[src/rtl/cirq_pkg.sv]
package cirq_pkg;
  typedef enum logic [1:0] {
    CLS_MAIN = 2'd0,
    CLS_SW   = 2'd1,
    CLS_GPIO = 2'd2
  } irq_class_e;
endpackage

[src/rtl/cirq_ffs.sv]
module cirq_ffs #(
  parameter int unsigned W = 32,
  localparam int unsigned IW = (W > 1) ? $clog2(W) : 1
) (
  input  logic [W-1:0]  vec_i,
  output logic          found_o,
  output logic [IW-1:0] idx_o
);
  always_comb begin
    found_o = |vec_i;
    idx_o   = '0;
    for (int i = W - 1; i >= 0; i--) begin
      if (vec_i[i]) idx_o = IW'(i);
    end
  end
endmodule

[src/rtl/cirq_regs.sv]
module cirq_regs #(
  parameter int unsigned BANK_W    = 32,
  parameter int unsigned NUM_BANKS = 3,
  parameter int unsigned SW_BANK   = 0,
  parameter int unsigned SW_BIT    = 8,
  parameter int unsigned GPIO_BANK = 1,
  parameter int unsigned GPIO_BIT  = 4,
  parameter int unsigned ADDR_W    = 4
) (
  input  logic                               clk_i,
  input  logic                               rst_ni,
  input  logic                               wr_en_i,
  input  logic [ADDR_W-1:0]                  addr_i,
  input  logic [BANK_W-1:0]                  wdata_i,
  input  logic [NUM_BANKS-1:0][BANK_W-1:0]   req_i,
  input  logic                               gpio_irq_i,
  output logic [NUM_BANKS-1:0][BANK_W-1:0]   status_o,
  output logic [NUM_BANKS-1:0][BANK_W-1:0]   en_o,
  output logic [NUM_BANKS-1:0][BANK_W-1:0]   en2_o,
  output logic [BANK_W-1:0]                  sw_act_o,
  output logic [BANK_W-1:0]                  rdata_o
);
  localparam int unsigned EN_BASE  = NUM_BANKS;
  localparam int unsigned EN2_BASE = 2 * NUM_BANKS;
  localparam int unsigned SW_ADDR  = 3 * NUM_BANKS;
  localparam int unsigned SWEN_ADR = 3 * NUM_BANKS + 1;

  logic [NUM_BANKS-1:0][BANK_W-1:0] en_q, en2_q;
  logic [BANK_W-1:0] sw_q, sw_en_q;

  assign sw_act_o = sw_q & sw_en_q;
  assign en_o     = en_q;
  assign en2_o    = en2_q;

  // status is a live mirror; cascade positions carry the sub-source summaries
  for (genvar b = 0; b < NUM_BANKS; b++) begin : g_stat
    always_comb begin
      status_o[b] = req_i[b];
      if (b == SW_BANK)   status_o[b][SW_BIT]   = |sw_act_o;
      if (b == GPIO_BANK) status_o[b][GPIO_BIT] = gpio_irq_i;
    end
  end

  always_ff @(posedge clk_i or negedge rst_ni) begin
    if (!rst_ni) begin
      en_q    <= '0;
      en2_q   <= '0;
      sw_q    <= '0;
      sw_en_q <= '0;
    end else if (wr_en_i) begin
      for (int b = 0; b < NUM_BANKS; b++) begin
        if (addr_i == ADDR_W'(EN_BASE + b))  en_q[b]  <= wdata_i;
        if (addr_i == ADDR_W'(EN2_BASE + b)) en2_q[b] <= wdata_i;
      end
      if (addr_i == ADDR_W'(SW_ADDR))  sw_q    <= wdata_i;
      if (addr_i == ADDR_W'(SWEN_ADR)) sw_en_q <= wdata_i;
    end
  end

  always_comb begin
    rdata_o = '0;
    for (int b = 0; b < NUM_BANKS; b++) begin
      if (addr_i == ADDR_W'(b))            rdata_o = status_o[b];
      if (addr_i == ADDR_W'(EN_BASE + b))  rdata_o = en_q[b];
      if (addr_i == ADDR_W'(EN2_BASE + b)) rdata_o = en2_q[b];
    end
    if (addr_i == ADDR_W'(SW_ADDR))  rdata_o = sw_q;
    if (addr_i == ADDR_W'(SWEN_ADR)) rdata_o = sw_en_q;
  end

  AST_EN_WRITE: assert property (@(posedge clk_i) disable iff (!rst_ni)
    wr_en_i && addr_i == ADDR_W'(EN_BASE) |=> en_q[0] == $past(wdata_i));
  AST_SW_HOLD: assert property (@(posedge clk_i) disable iff (!rst_ni)
    !(wr_en_i && addr_i == ADDR_W'(SW_ADDR)) |=> $stable(sw_q));
endmodule

[src/rtl/cirq_resolve.sv]
module cirq_resolve
  import cirq_pkg::*;
#(
  parameter int unsigned BANK_W    = 32,
  parameter int unsigned NUM_BANKS = 3,
  parameter int unsigned SW_BANK   = 0,
  parameter int unsigned SW_BIT    = 8,
  parameter int unsigned GPIO_BANK = 1,
  parameter int unsigned GPIO_BIT  = 4,
  parameter int unsigned ID_W      = 7
) (
  input  logic                             clk_i,
  input  logic                             rst_ni,
  input  logic [NUM_BANKS-1:0][BANK_W-1:0] status_i,
  input  logic [NUM_BANKS-1:0][BANK_W-1:0] en_i,
  input  logic [BANK_W-1:0]                sw_act_i,
  output logic                             valid_o,
  output irq_class_e                       class_o,
  output logic [ID_W-1:0]                  id_o
);
  localparam int unsigned IW = (BANK_W > 1) ? $clog2(BANK_W) : 1;

  logic [NUM_BANKS-1:0][BANK_W-1:0] pend, ord;
  logic [NUM_BANKS-1:0]             found;
  logic [IW-1:0]                    idx [NUM_BANKS];
  logic                             sw_found;
  logic [IW-1:0]                    sw_idx;
  logic [NUM_BANKS:0]               any_below;

  assign any_below[0] = 1'b0;

  for (genvar b = 0; b < NUM_BANKS; b++) begin : g_bank
    assign pend[b] = status_i[b] & en_i[b];
    // cascade bits are dropped before the ordinary search
    always_comb begin
      ord[b] = pend[b];
      if (b == SW_BANK)   ord[b][SW_BIT]   = 1'b0;
      if (b == GPIO_BANK) ord[b][GPIO_BIT] = 1'b0;
    end
    assign any_below[b+1] = any_below[b] | (|pend[b]);
    cirq_ffs #(.W(BANK_W)) i_ffs (
      .vec_i  (ord[b]),
      .found_o(found[b]),
      .idx_o  (idx[b])
    );
  end

  cirq_ffs #(.W(BANK_W)) i_sw_ffs (
    .vec_i  (sw_act_i),
    .found_o(sw_found),
    .idx_o  (sw_idx)
  );

  always_comb begin
    valid_o = 1'b0;
    class_o = CLS_MAIN;
    id_o    = '0;
    for (int b = NUM_BANKS - 1; b >= 0; b--) begin
      if (b == int'(SW_BANK) && pend[b][SW_BIT]) begin
        valid_o = sw_found;
        class_o = CLS_SW;
        id_o    = ID_W'(sw_idx);
      end else if (b == int'(GPIO_BANK) && pend[b][GPIO_BIT]) begin
        valid_o = 1'b1;
        class_o = CLS_GPIO;
        id_o    = ID_W'(b * BANK_W + GPIO_BIT);
      end else if (found[b]) begin
        valid_o = 1'b1;
        class_o = CLS_MAIN;
        id_o    = ID_W'(b * int'(BANK_W) + int'(idx[b]));
      end
    end
  end

  AST_SW_WINS: assert property (@(posedge clk_i) disable iff (!rst_ni)
    pend[SW_BANK][SW_BIT] && !any_below[SW_BANK] |-> valid_o && class_o == CLS_SW);
  AST_GPIO_WINS: assert property (@(posedge clk_i) disable iff (!rst_ni)
    pend[GPIO_BANK][GPIO_BIT] && !any_below[GPIO_BANK] |-> valid_o && class_o == CLS_GPIO);
  AST_BANK_ORDER: assert property (@(posedge clk_i) disable iff (!rst_ni)
    (|pend[0]) |-> valid_o && id_o < ID_W'(BANK_W));
endmodule

[src/rtl/cascade_irq_ctrl.sv]
module cascade_irq_ctrl
  import cirq_pkg::*;
#(
  parameter int unsigned BANK_W    = 32,
  parameter int unsigned NUM_BANKS = 3,
  parameter int unsigned SW_BANK   = 0,
  parameter int unsigned SW_BIT    = 8,
  parameter int unsigned GPIO_BANK = 1,
  parameter int unsigned GPIO_BIT  = 4,
  localparam int unsigned NUM_SRC  = BANK_W * NUM_BANKS,
  localparam int unsigned ID_W     = $clog2(NUM_SRC),
  localparam int unsigned ADDR_W   = $clog2(3 * NUM_BANKS + 2)
) (
  input  logic               clk_i,
  input  logic               rst_ni,
  input  logic [NUM_SRC-1:0] req_i,
  input  logic               gpio_irq_i,
  input  logic               wr_en_i,
  input  logic [ADDR_W-1:0]  addr_i,
  input  logic [BANK_W-1:0]  wdata_i,
  output logic [BANK_W-1:0]  rdata_o,
  output logic               irq_valid_o,
  output logic [1:0]         irq_class_o,
  output logic [ID_W-1:0]    irq_id_o,
  output logic               cpu_irq_o,
  output logic               cpu_irq2_o
);
  logic [NUM_BANKS-1:0][BANK_W-1:0] req_b, status, en, en2;
  logic [BANK_W-1:0] sw_act;
  logic              res_valid, sec_any;
  irq_class_e        res_class;
  logic [ID_W-1:0]   res_id;

  for (genvar b = 0; b < NUM_BANKS; b++) begin : g_split
    assign req_b[b] = req_i[b*BANK_W +: BANK_W];
  end

  cirq_regs #(
    .BANK_W(BANK_W), .NUM_BANKS(NUM_BANKS), .SW_BANK(SW_BANK), .SW_BIT(SW_BIT),
    .GPIO_BANK(GPIO_BANK), .GPIO_BIT(GPIO_BIT), .ADDR_W(ADDR_W)
  ) i_regs (
    .clk_i     (clk_i),
    .rst_ni    (rst_ni),
    .wr_en_i   (wr_en_i),
    .addr_i    (addr_i),
    .wdata_i   (wdata_i),
    .req_i     (req_b),
    .gpio_irq_i(gpio_irq_i),
    .status_o  (status),
    .en_o      (en),
    .en2_o     (en2),
    .sw_act_o  (sw_act),
    .rdata_o   (rdata_o)
  );

  cirq_resolve #(
    .BANK_W(BANK_W), .NUM_BANKS(NUM_BANKS), .SW_BANK(SW_BANK), .SW_BIT(SW_BIT),
    .GPIO_BANK(GPIO_BANK), .GPIO_BIT(GPIO_BIT), .ID_W(ID_W)
  ) i_resolve (
    .clk_i   (clk_i),
    .rst_ni  (rst_ni),
    .status_i(status),
    .en_i    (en),
    .sw_act_i(sw_act),
    .valid_o (res_valid),
    .class_o (res_class),
    .id_o    (res_id)
  );

  assign sec_any = |(status & en2);

  always_ff @(posedge clk_i or negedge rst_ni) begin
    if (!rst_ni) begin
      irq_valid_o <= 1'b0;
      irq_class_o <= 2'd0;
      irq_id_o    <= '0;
      cpu_irq_o   <= 1'b0;
      cpu_irq2_o  <= 1'b0;
    end else begin
      irq_valid_o <= res_valid;
      irq_class_o <= res_valid ? 2'(res_class) : 2'd0;
      irq_id_o    <= res_valid ? res_id : '0;
      cpu_irq_o   <= res_valid;
      cpu_irq2_o  <= sec_any;
    end
  end

  AST_ONE_CYCLE: assert property (@(posedge clk_i) disable iff (!rst_ni)
    1'b1 |=> irq_valid_o == $past(res_valid));
  AST_NO_CASCADE_MAIN: assert property (@(posedge clk_i) disable iff (!rst_ni)
    irq_valid_o && irq_class_o == 2'(CLS_MAIN) |->
      irq_id_o != ID_W'(SW_BANK * BANK_W + SW_BIT) &&
      irq_id_o != ID_W'(GPIO_BANK * BANK_W + GPIO_BIT));
  AST_SEC_FOLLOW: assert property (@(posedge clk_i) disable iff (!rst_ni)
    1'b1 |=> cpu_irq2_o == $past(sec_any));
endmodule

[config.mk]
export PLATFORM = sky130hd
export DESIGN_NAME = cascade_irq_ctrl
export DESIGN_NICKNAME = d
export VERILOG_FILES = /design/src/rtl/cirq_pkg.sv /design/src/rtl/cirq_ffs.sv /design/src/rtl/cirq_regs.sv /design/src/rtl/cirq_resolve.sv /design/src/rtl/cascade_irq_ctrl.sv
export SDC_FILE = /design/constraint.sdc
export NUM_CORES = 1
export LEC_CHECK = 0
export ABC_AREA = 1
export CAP_MARGIN = 20
export CORE_UTILIZATION = 45
export CTS_BUF_LIST = sky130_fd_sc_hd__clkbuf_4 sky130_fd_sc_hd__clkbuf_8
export DETAILED_ROUTE_END_ITERATION = 8
export PLACE_DENSITY = 0.78
export SETUP_SLACK_MARGIN = 0.1
export SLEW_MARGIN = 40
export SYNTH_ARGS = -nofsm -noshare
export SYNTH_HDL_FRONTEND = slang
export SYNTH_HIERARCHICAL = 1
export SYNTH_SLANG_ARGS = --single-unit
[constraint.sdc]
create_clock -name clk_i -period 4.3 [get_ports clk_i]
set_input_delay 0.86 -clock clk_i [delete_from_list [all_inputs] [get_ports clk_i]]
set_output_delay 0.86 -clock clk_i [all_outputs]
set_load 0.005 [all_outputs]
==> flow_summary_export.csv, run 1 <==
group,metric,value,unit
final_layout,final_cell_mix,"nand2_1 (1044), inv_1 (287), dfrtp_1 (267)",
floorplan,die_w,192,µm
critical_path,r2r_setup_slack,1.33,ns
critical_path,r2r_start,"i_regs/en_o[58]$_DFFE_PN0P_",
yosys,yosys.area_share.adder,0,%
clocking,holdBufCountCts,0,
final_layout,area_growth,16.4,%
yosys,synth_cell_types,35,
final_layout,fillers,3472,
sta,finalSetupTns,0,ns
routing,drt-wirelength-per-cell,17.5,µm
final_layout,layout_commonest_cell,"nand2_1",
clocking,cts_root_buf,"clkbuf_8",
critical_path,required,3.44,ns
clocking,clockBufferDepth,3,
placement,place_inst,2947,
global_routing,track_usage,28.8,%
routing,drt_wl_total,53200,µm
power_and_ir_drop,p_int,5260,µW
sta,worstMarginPinSlew,0.771,ns
placement,dpl.hpwl,39400,µm
floorplan,die_area,37000,µm²
yosys,synth-simple-area-share,32.5,%
critical_path,reg2reg_depth,10,
yosys,synth_area,16300,µm²
sta,fmax,242,MHz
placement,place_congestion,0.934,
yosys,syn-mean-instance-area,6.65,µm²
run_status,outcome,"finished, final reports clean",
global_routing,grt_max_degree,93,
global_routing,antenna_found_initial,1,
floorplan,rows,69,
power_and_ir_drop,power_density,431,nW/µm²
floorplan,core_area,35600,µm²
sta,skew,0.0241,ns
power_and_ir_drop,p_sw_share,35.6,%
yosys,synthCells,2449,
clocking,cts_tree,"built",
global_routing,grt_pass1_wl,81200,µm
clocking,cts_buffers,47,
critical_path,r2r_end,"irq_id_o[3]$_DFF_PN0_",
critical_path,cp-end-kind,"output pin",
sta,finalCritPeriodShare,96.0,%
critical_path,critPathLaunchType,"input port",
yosys,yosys-top-cells-area,"dfrtp_1 (41%), nand2_1 (24%), o21ai_0 (7.8%)",
global_routing,first_global_vias,15207,
sta,slew_headroom,48.2,%
yosys,synthMuxAreaShare,0,%
sta,drv_slew,0,
final_layout,drive_above_1_share,7.35,%
yosys,synth_top_family_by_area,"simple AND/OR/NAND/NOR gates",
routing,vias,16057,
yosys,netlist.area_leader.share,41.0,%
global_routing,grt.overflow.total,0,
final_layout,fin_cells,3034,
critical_path,crit_start,"addr_i[2]",
critical_path,crit_chain,"clkdlybuf4s50_1 -> inv_1 -> nor2_1 -> inv_2 -> nor2_4 -> buf_4 -> buf_4 -> nand2_1 -> nand3_1 -> o22ai_1 -> nand3_1 -> a21oi_1 -> nand4_1 -> clkdlybuf4s50_1",
yosys,ys_seq_elements,267,
sta,rsz0062_at_grt,"true",
power_and_ir_drop,p_sw,2910,µW
floorplan,io_pins,180,
placement,port_buffers,177,
clocking,htree_levels,2,
yosys,yosysSeqAreaShare,41.0,%
routing,via_per_inst,5.29,
hold_path,hold_class,"in2async",
sta,hold_violations,0,
job,cap_violations,0,
sta,setup_viol,0,
sta,fin_crit,4.13,ns
power_and_ir_drop,power_frac_seq,42.0,%
yosys,synth-compound-area-share,11.8,%
critical_path,crit_path_max_incr_delay,0.45,ns
routing,dr.first_iter.drc_count,1714,
power_and_ir_drop,leakagePower,0.0101,µW
critical_path,cp_slowest_cell,"clkdlybuf4s50_1",
floorplan,die_h,192,µm
clocking,numClockSinks,267,
yosys,synth-xor-area-share,0,%
power_and_ir_drop,share_comb_of_total_power,28.7,%
routing,post-route-drc-count,0,
floorplan,initial_core_util,45.8,%
critical_path,worstPathMaxFanout,6,
clocking,clk_latency,0.61,ns
power_and_ir_drop,power.clock.fraction,29.3,%
power_and_ir_drop,ir_drop,0.307,mV
yosys,yosysTopAreaCell,"dfrtp_1",
routing,ant_nets,0,
critical_path,crit_arrival,3.27,ns
clocking,clkSlewWorstSetupHoldPaths,0.06,ns
yosys,ys_warn_count,6,
routing,dr.pass1.iters,6,
final_layout,finalNetCount,2675,
critical_path,worstSetupPathType,"in2out",
-- state kept, by name, indices dropped and copies added, names as in the netlist --
| signal | cells |
|---|---|
| i_regs/en_o | 96 |
| irq_valid_o | 1 |
| irq_id_o | 7 |
| i_regs/sw_q | 32 |
| irq_class_o | 2 |
| cpu_irq2_o | 1 |
| i_regs/sw_en_q | 32 |
| i_regs/en2_o | 96 |
-- how the worst max path moves through the flow --
stage / endpoint / cells after the start
floorplan: irq_id_o[0]$_DFF_PN0_ / 40
global placement: rdata_o[14] / 11
detailed placement: rdata_o[14] / 11
CTS: rdata_o[31] / 13
global route: rdata_o[31] / 12
finish: rdata_o[5] / 14
-- per-stage QoR --
| step | setup slack (ns) | hold WS, ns | power [µW] | utilization (%) | instance area, µm² |
|---|---|---|---|---|---|
| 2_1_floorplan | 1.43 | 0.467 | 4850 | - | 16300 |
| 3_3_place_gp | 0.115 | 0.488 | 5670 | 50.5 | 18000 |
| 3_5_place_dp | 0.0412 | 0.494 | 5750 | 50.5 | 18000 |
| 4_1_cts | 0.0918 | 0.284 | 8160 | 53.2 | 18900 |
| 5_1_grt | 0.0767 | 0.316 | 8660 | 53.3 | 19000 |
| 6_report | 0.174 | 0.267 | 8170 | 53.3 | 19000 |
-- final cells by class --
| class | instances | area (µm²) | area share [%] |
|---|---|---|---|
| sequential | 267 | 6680 | 35.2 |
| clock buffer | 74 | 881 | 4.64 |
| multi-input combinational | 1687 | 7260 | 38.3 |
| timing repair buffer | 217 | 2200 | 11.6 |
| tap | 461 | 577 | 3.04 |
| clock inverter | 8 | 55.1 | 0.290 |
| antenna | 1 | 2.50 | 0.0132 |
| inverter | 319 | 1320 | 6.94 |
-- layer usage --
metal  wire length [µm]  track usage (%)  vias to the layer above  share of wire, %
met5                  0                0                        -                 0
met4               1970             12.3                        0               3.7
met3               4630             3.87                      118               8.7
met2              24600             47.1                      793                46
met1              21900             38.2                     7449                41
li1                   -                -                     7697                 -
-- cell families (layout without fill, tap and decap cells) --
group | count (synthesis) | after routing
compound gates | 365 | 365
simple gates | 1318 | 1318
buf+inv | 498 | 618
other cells | 1 | 5
flops | 267 | 267
-- power groups by stage --
stage	logic, µW	clock network, µW	registers, µW
detailed placement	2300	0	3460
global placement	2240	0	3430
finish	2350	2390	3430
floorplan	1490	0	3370
CTS	2310	2430	3420
global route	2630	2540	3490
-- critical path: cells and delay by family --
family | cells | cell delay [ns]
buffers and inverters | 6 | 1.42
AND/OR/NAND/NOR | 6 | 0.49
AO/OA/AOI/OAI | 2 | 0.49
-- timing repair --
item / in CTS / in global routing
pin swaps: 1 / 4
cloned: 0 / 0
gates resized for setup: 3 / 9
setup endpoints to repair: 2 / 28
buffers inserted: 1 / 3
-- cell usage after synthesis --
library cell,number
or2_2,1
nor3_1,8
inv_2,22
buf_4,99
nand2_1,1047
o21ai_0,253
nand2_2,8
o22ai_1,2
conb_1,1
buf_6,3
a211oi_1,4
a21boi_0,4
nand4_1,71
o21bai_1,4
inv_1,288
nand2_4,1
nor2_2,7
o21ai_1,12
a311oi_1,4
nor2_1,114
and3_1,1
nand3_1,47
inv_4,1
nor4_1,8
buf_2,15
a21oi_2,8
clkbuf_1,59
o31ai_1,4
bufinv_8,8
nor2_4,3
a21oi_1,66
dfrtp_1,267
buf_1,3
a31oi_1,4
nand3b_1,2
Note: power is estimated with default switching activity, not from simulation.
==> run 2, diff against run 1 <==
- clock period: 4.3 -> 4.83 ns (I/O delays scaled with it)
==> run 2 against run 1 <==
Total power is 11% lower. Utilization fell by 0.36 points. Largest cell class unchanged. Largest power group unchanged. Routed wire length fell by 1.5%.
==> flow_summary_export.csv, run 2 (synthesized netlist as in run 1, its figures left out) <==
group,metric,value,unit
run_status,outcome,"finished, final reports clean",
critical_path,worstSetupPathType,"in2out",
hold_path,hold_class,"in2async",
global_routing,antenna_found_initial,1,
placement,port_buffers,177,
placement,dpl.hpwl,39000,µm
critical_path,r2r_setup_slack,1.79,ns
routing,drt_wl_total,52400,µm
routing,post-route-drc-count,0,
sta,setup_viol,0,
clocking,clockBufferDepth,3,
floorplan,die_w,192,µm
final_layout,fillers,3448,
global_routing,grt.overflow.total,0,
final_layout,finalNetCount,2661,
routing,dr.first_iter.drc_count,1475,
clocking,clk_latency,0.60,ns
power_and_ir_drop,power_frac_seq,42.0,%
routing,drt-wirelength-per-cell,17.4,µm
global_routing,first_global_vias,15036,
power_and_ir_drop,p_sw,2560,µW
routing,ant_nets,0,
placement,place_congestion,0.948,
clocking,cts_tree,"built",
global_routing,grt_max_degree,99,
final_layout,multiInputGateArea,7260,µm²
power_and_ir_drop,power_density,386,nW/µm²
routing,dr.pass1.iters,6,
floorplan,core_area,35600,µm²
clocking,cts_buffers,47,
critical_path,critPathLaunchType,"input port",
sta,finalCritPeriodShare,95.0,%
global_routing,track_usage,28.4,%
final_layout,diodes,0,
floorplan,io_pins,180,
critical_path,crit_start,"addr_i[0]",
critical_path,worstPathMaxFanout,12,
power_and_ir_drop,ir_drop,0.218,mV
final_layout,drive_above_1_share,6.54,%
sta,fin_crit,4.59,ns
routing,vias,16061,
sta,drv_slew,0,
global_routing,grt_pass1_wl,80200,µm
power_and_ir_drop,leakagePower,0.0100,µW
floorplan,die_h,192,µm
sta,rsz0062_at_grt,"false",
power_and_ir_drop,p_int,4710,µW
sta,slew_headroom,45.5,%
critical_path,required,3.86,ns
clocking,clkSlewWorstSetupHoldPaths,0.06,ns
floorplan,rows,69,
final_layout,utilization,53.0,%
critical_path,crit_arrival,3.62,ns
sta,hold_violations,0,
clocking,cts_root_buf,"clkbuf_8",
placement,place_inst,2936,
sta,finalSetupTns,0,ns
routing,via_per_inst,5.33,
floorplan,die_area,37000,µm²
power_and_ir_drop,power.clock.fraction,29.5,%
job,cap_violations,0,
power_and_ir_drop,share_comb_of_total_power,28.5,%
final_layout,layout_commonest_cell,"nand2_1",
critical_path,reg2reg_depth,10,
clocking,htree_levels,2,
floorplan,initial_core_util,45.8,%
clocking,numClockSinks,267,
final_layout,fin_cells,3014,
final_layout,seqCellArea,6680,µm²
clocking,holdBufCountCts,0,
critical_path,r2r_start,"i_regs/en_o[90]$_DFFE_PN0P_",
sta,skew,0.0268,ns
clocking,cts_setup_buffers,0,
power_and_ir_drop,p_sw_share,35.2,%
final_layout,area_growth,15.7,%
final_layout,final_cell_mix,"nand2_1 (1044), inv_1 (288), dfrtp_1 (267)",
sta,fmax,218,MHz
sta,worstMarginPinSlew,0.812,ns
critical_path,cp-end-kind,"output pin",
==> run 2: cell types whose count changed in the layout (fill, tap and decap cells not counted), moves of 4 or more <==
cell / previous run / this run
clkbuf_4: 22 / 16
clkdlybuf4s50_1: 172 / 176
buf_4: 31 / 18
dlymetal6s2s_1: 4 / 0
==> run 2: worst paths after layout <==
path / to
max in group asynchronous: i_regs/sw_q[16]$_DFFE_PN0P_
max reg2reg: irq_class_o[0]$_DFF_PN0_
max: rdata_o[0]
min reg2reg: i_regs/sw_q[29]$_DFFE_PN0P_
min in group clk_i: i_regs/sw_q[29]$_DFFE_PN0P_
min: i_regs/en_o[37]$_DFFE_PN0P_
==> run 2: power by group through the flow <==
stage | Combinational (µW) | Clock, µW | Sequential, µW
2_1_floorplan | 1320 | 0 | 3000
3_3_place_gp | 1980 | 0 | 3060
3_5_place_dp | 2030 | 0 | 3080
4_1_cts | 2040 | 2160 | 3050
5_1_grt | 2330 | 2270 | 3110
6_report | 2070 | 2150 | 3060
==> run 2: through the flow <==
step / total power (µW) / area (µm²) / setup slack, ns / hold WS (ns)
2_1_floorplan: 4320 / 16300 / 1.86 / 0.467
3_3_place_gp: 5040 / 17900 / 0.383 / 0.484
3_5_place_dp: 5110 / 17900 / 0.349 / 0.495
4_1_cts: 7260 / 18800 / 0.338 / 0.431
5_1_grt: 7710 / 18800 / 0.163 / 0.219
6_report: 7280 / 18800 / 0.239 / 0.215
==> run 2: timing repair <==
action,in CTS,in global routing
hold endpoints to repair,0,0
endpoints found under the setup margin,0,1
resized for setup,0,1
==> run 2: layout make-up <==
class                           instances  share of cell area [%]
Multi-Input combinational cell       1687                    38.5
Sequential cell                       267                    35.5
Timing Repair Buffer                  203                    11.0
Inverter                              319                    6.95
Clock buffer                           71                    4.65
Tap cell                              461                    3.06
Clock inverter                          6                   0.292
==> run 2: layer usage <==
layer	wire (µm)	global-route usage [%]
met5	14	0
met4	2370	13.3
met3	4790	5.31
met2	24200	46.2
met1	21100	36.4
==> run 2: worst max-delay path, stage by stage <==
cell and delay (ns):
clkdlybuf4s50_1 0.54, inv_1 0.09, nand2_1 0.18, nor2_4 0.14, buf_4 0.20, nand2_1 0.06, nand3_1 0.09, a21oi_1 0.15
nand4_1 0.09, a21oi_1 0.14, nand4_1 0.38, clkdlybuf4s50_1 0.59
==> run 3, diff against run 2 <==
- CAP_MARGIN: 20 -> 40
- CORE_MARGIN: unset -> 10
- CORE_UTILIZATION: 45 -> 35
- PLACE_DENSITY: 0.78 -> 0.66
==> run 3 against run 2 <==
Global-route usage fell by 9.0 points. Worst hold slack improved by 0.13 ns. Sequential cell count stayed put. Worst setup slack improved by 0.013 ns.
==> flow_summary_export.csv, run 3 (synthesized netlist as in run 1, its figures left out) <==
group,metric,value,unit
power_and_ir_drop,leakagePower,0.0101,µW
power_and_ir_drop,power_density,391,nW/µm²
sta,slew_headroom,45.1,%
routing,post-route-drc-count,0,
clocking,clkSlewWorstSetupHoldPaths,0.06,ns
global_routing,antenna_found_initial,1,
critical_path,reg2reg_depth,10,
sta,fin_ws,0.253,ns
placement,dpl.hpwl,41700,µm
placement,port_buffers,177,
critical_path,required,3.86,ns
placement,place_congestion,0.939,
clocking,holdBufCountCts,0,
routing,dr.pass1.iters,6,
critical_path,cp.depth,12,
routing,drt_wl_total,55200,µm
clocking,cts_root_buf,"clkbuf_8",
routing,via_per_inst,4.91,
routing,vias,15525,
clocking,clk_latency,0.60,ns
run_status,outcome,"finished, final reports clean",
global_routing,grt.overflow.total,0,
sta,setup_viol,0,
power_and_ir_drop,ir_drop,0.307,mV
clocking,cts_setup_buffers,0,
clocking,numClockSinks,267,
global_routing,grt_pass1_wl,85400,µm
hold_path,hold_class,"in2async",
sta,rsz0062_at_grt,"false",
critical_path,path_buf_inv,4,
floorplan,rows,79,
final_layout,final_cell_mix,"nand2_1 (1044), inv_1 (288), dfrtp_1 (267)",
critical_path,cp_top_family,"buffers and inverters",
floorplan,io_pins,180,
critical_path,crit_top_cell,"nand3_1",
final_layout,finalNetCount,2655,
sta,fmax,218,MHz
critical_path,crit_path_max_incr_delay,0.53,ns
clocking,cts_buffers,46,
critical_path,cp_slowest_cell,"clkdlybuf4s50_1",
sta,hold_violations,0,
sta,worstMarginPinSlew,0.824,ns
routing,drt-wirelength-per-cell,17.5,µm
critical_path,worstPathMaxFanout,27,
floorplan,initial_core_util,35.2,%
final_layout,layout_commonest_cell,"nand2_1",
floorplan,die_w,236,µm
clocking,cts_tree,"built",
clocking,htree_levels,2,
sta,finalSetupTns,0,ns
job,cap_violations,0,
final_layout,fillers,4799,
sta,skew,0.0198,ns
critical_path,crit_arrival,3.61,ns
global_routing,grt_max_degree,130,
final_layout,final_area,19100,µm²
floorplan,core_area,46300,µm²
final_layout,area_growth,17.0,%
sta,drv_slew,0,
global_routing,track_usage,19.3,%
floorplan,die_area,55600,µm²
routing,dr.first_iter.drc_count,1574,
critical_path,cp-end-kind,"output pin",
routing,ant_nets,0,
floorplan,die_h,236,µm
critical_path,worstSetupPathType,"in2out",
critical_path,critPathLaunchType,"input port",
placement,post_dp_cell_area,18000,µm²
sta,fin_crit,4.58,ns
final_layout,utilization,41.2,%
clocking,clockBufferDepth,3,
critical_path,crit_chain,"clkdlybuf4s50_1 -> nor2_1 -> nand3_1 -> inv_2 -> buf_4 -> nand2_1 -> nand3_1 -> o22ai_1 -> nand3_1 -> a21oi_1 -> nand4_1 -> clkdlybuf4s50_1",
sta,finalCritPeriodShare,94.8,%
global_routing,first_global_vias,15479,
placement,pre_cts_slack,0.271,ns
clocking,cts.repair.resized,0,
final_layout,drive_above_1_share,6.62,%
[run 3: through the flow]
stage               power, µW  hold slack, ns  std cells
floorplan                4320           0.467       2452
global placement         5040           0.485       3078
detailed placement       5110           0.495       3078
CTS                      7470           0.344       3161
global route             7940           0.383       3162
finish                   7450           0.349       3162
[run 3: area by class of cell]
class / instances / area [µm²] / area share (%)
multi-input combinational: 1687 / 7270 / 38.1
clock inverter: 4 / 45.0 / 0.236
antenna: 1 / 2.50 / 0.0131
sequential: 267 / 6680 / 35.1
timing repair buffer: 198 / 1980 / 10.4
tap: 607 / 759 / 3.98
inverter: 319 / 1310 / 6.87
clock buffer: 79 / 1010 / 5.31
[run 3: metal layers]
metal,up-vias,track usage [%],share of wire [%]
met5,-,0,0
met4,0,7.28,3.4
met3,104,3.66,6.3
met2,535,32.7,48
met1,7214,24.0,42
li1,7672,-,-
[run 3: final timing paths]
check / start / to / slack [ns]
worst max-delay path: addr_i[3] / rdata_o[3] / 0.25
worst min-delay path: rst_ni / i_regs/en_o[5]$_DFFE_PN0P_ / 0.35
worst max register to register: i_regs/en_o[58]$_DFFE_PN0P_ / irq_class_o[0]$_DFF_PN0_ / 1.82
worst min register to register: i_regs/en_o[82]$_DFFE_PN0P_ / i_regs/en_o[82]$_DFFE_PN0P_ / 0.51
max in group asynchronous: rst_ni / i_regs/en_o[94]$_DFFE_PN0P_ / 3.29
min in group clk_i: i_regs/en_o[82]$_DFFE_PN0P_ / i_regs/en_o[82]$_DFFE_PN0P_ / 0.51
[run 3: power by group]
| group | switching, µW | total (µW) | internal, µW |
|---|---|---|---|
| Clock | 988 | 2350 | 1360 |
| Sequential | 351 | 3050 | 2700 |
| Combinational | 1240 | 2050 | 809 |
[run 3: worst reg2reg max path: stages (launching register included)]
cell and delay, ns:
dfrtp_1 0.40, nand2_1 0.11, inv_1 0.08, nor4_1 0.58, nand2_1 0.15, nor3_1 0.41, nand3_1 0.37, nor2_1 0.28
a21oi_1 0.29, nand2_1 0.17, inv_1 0.06
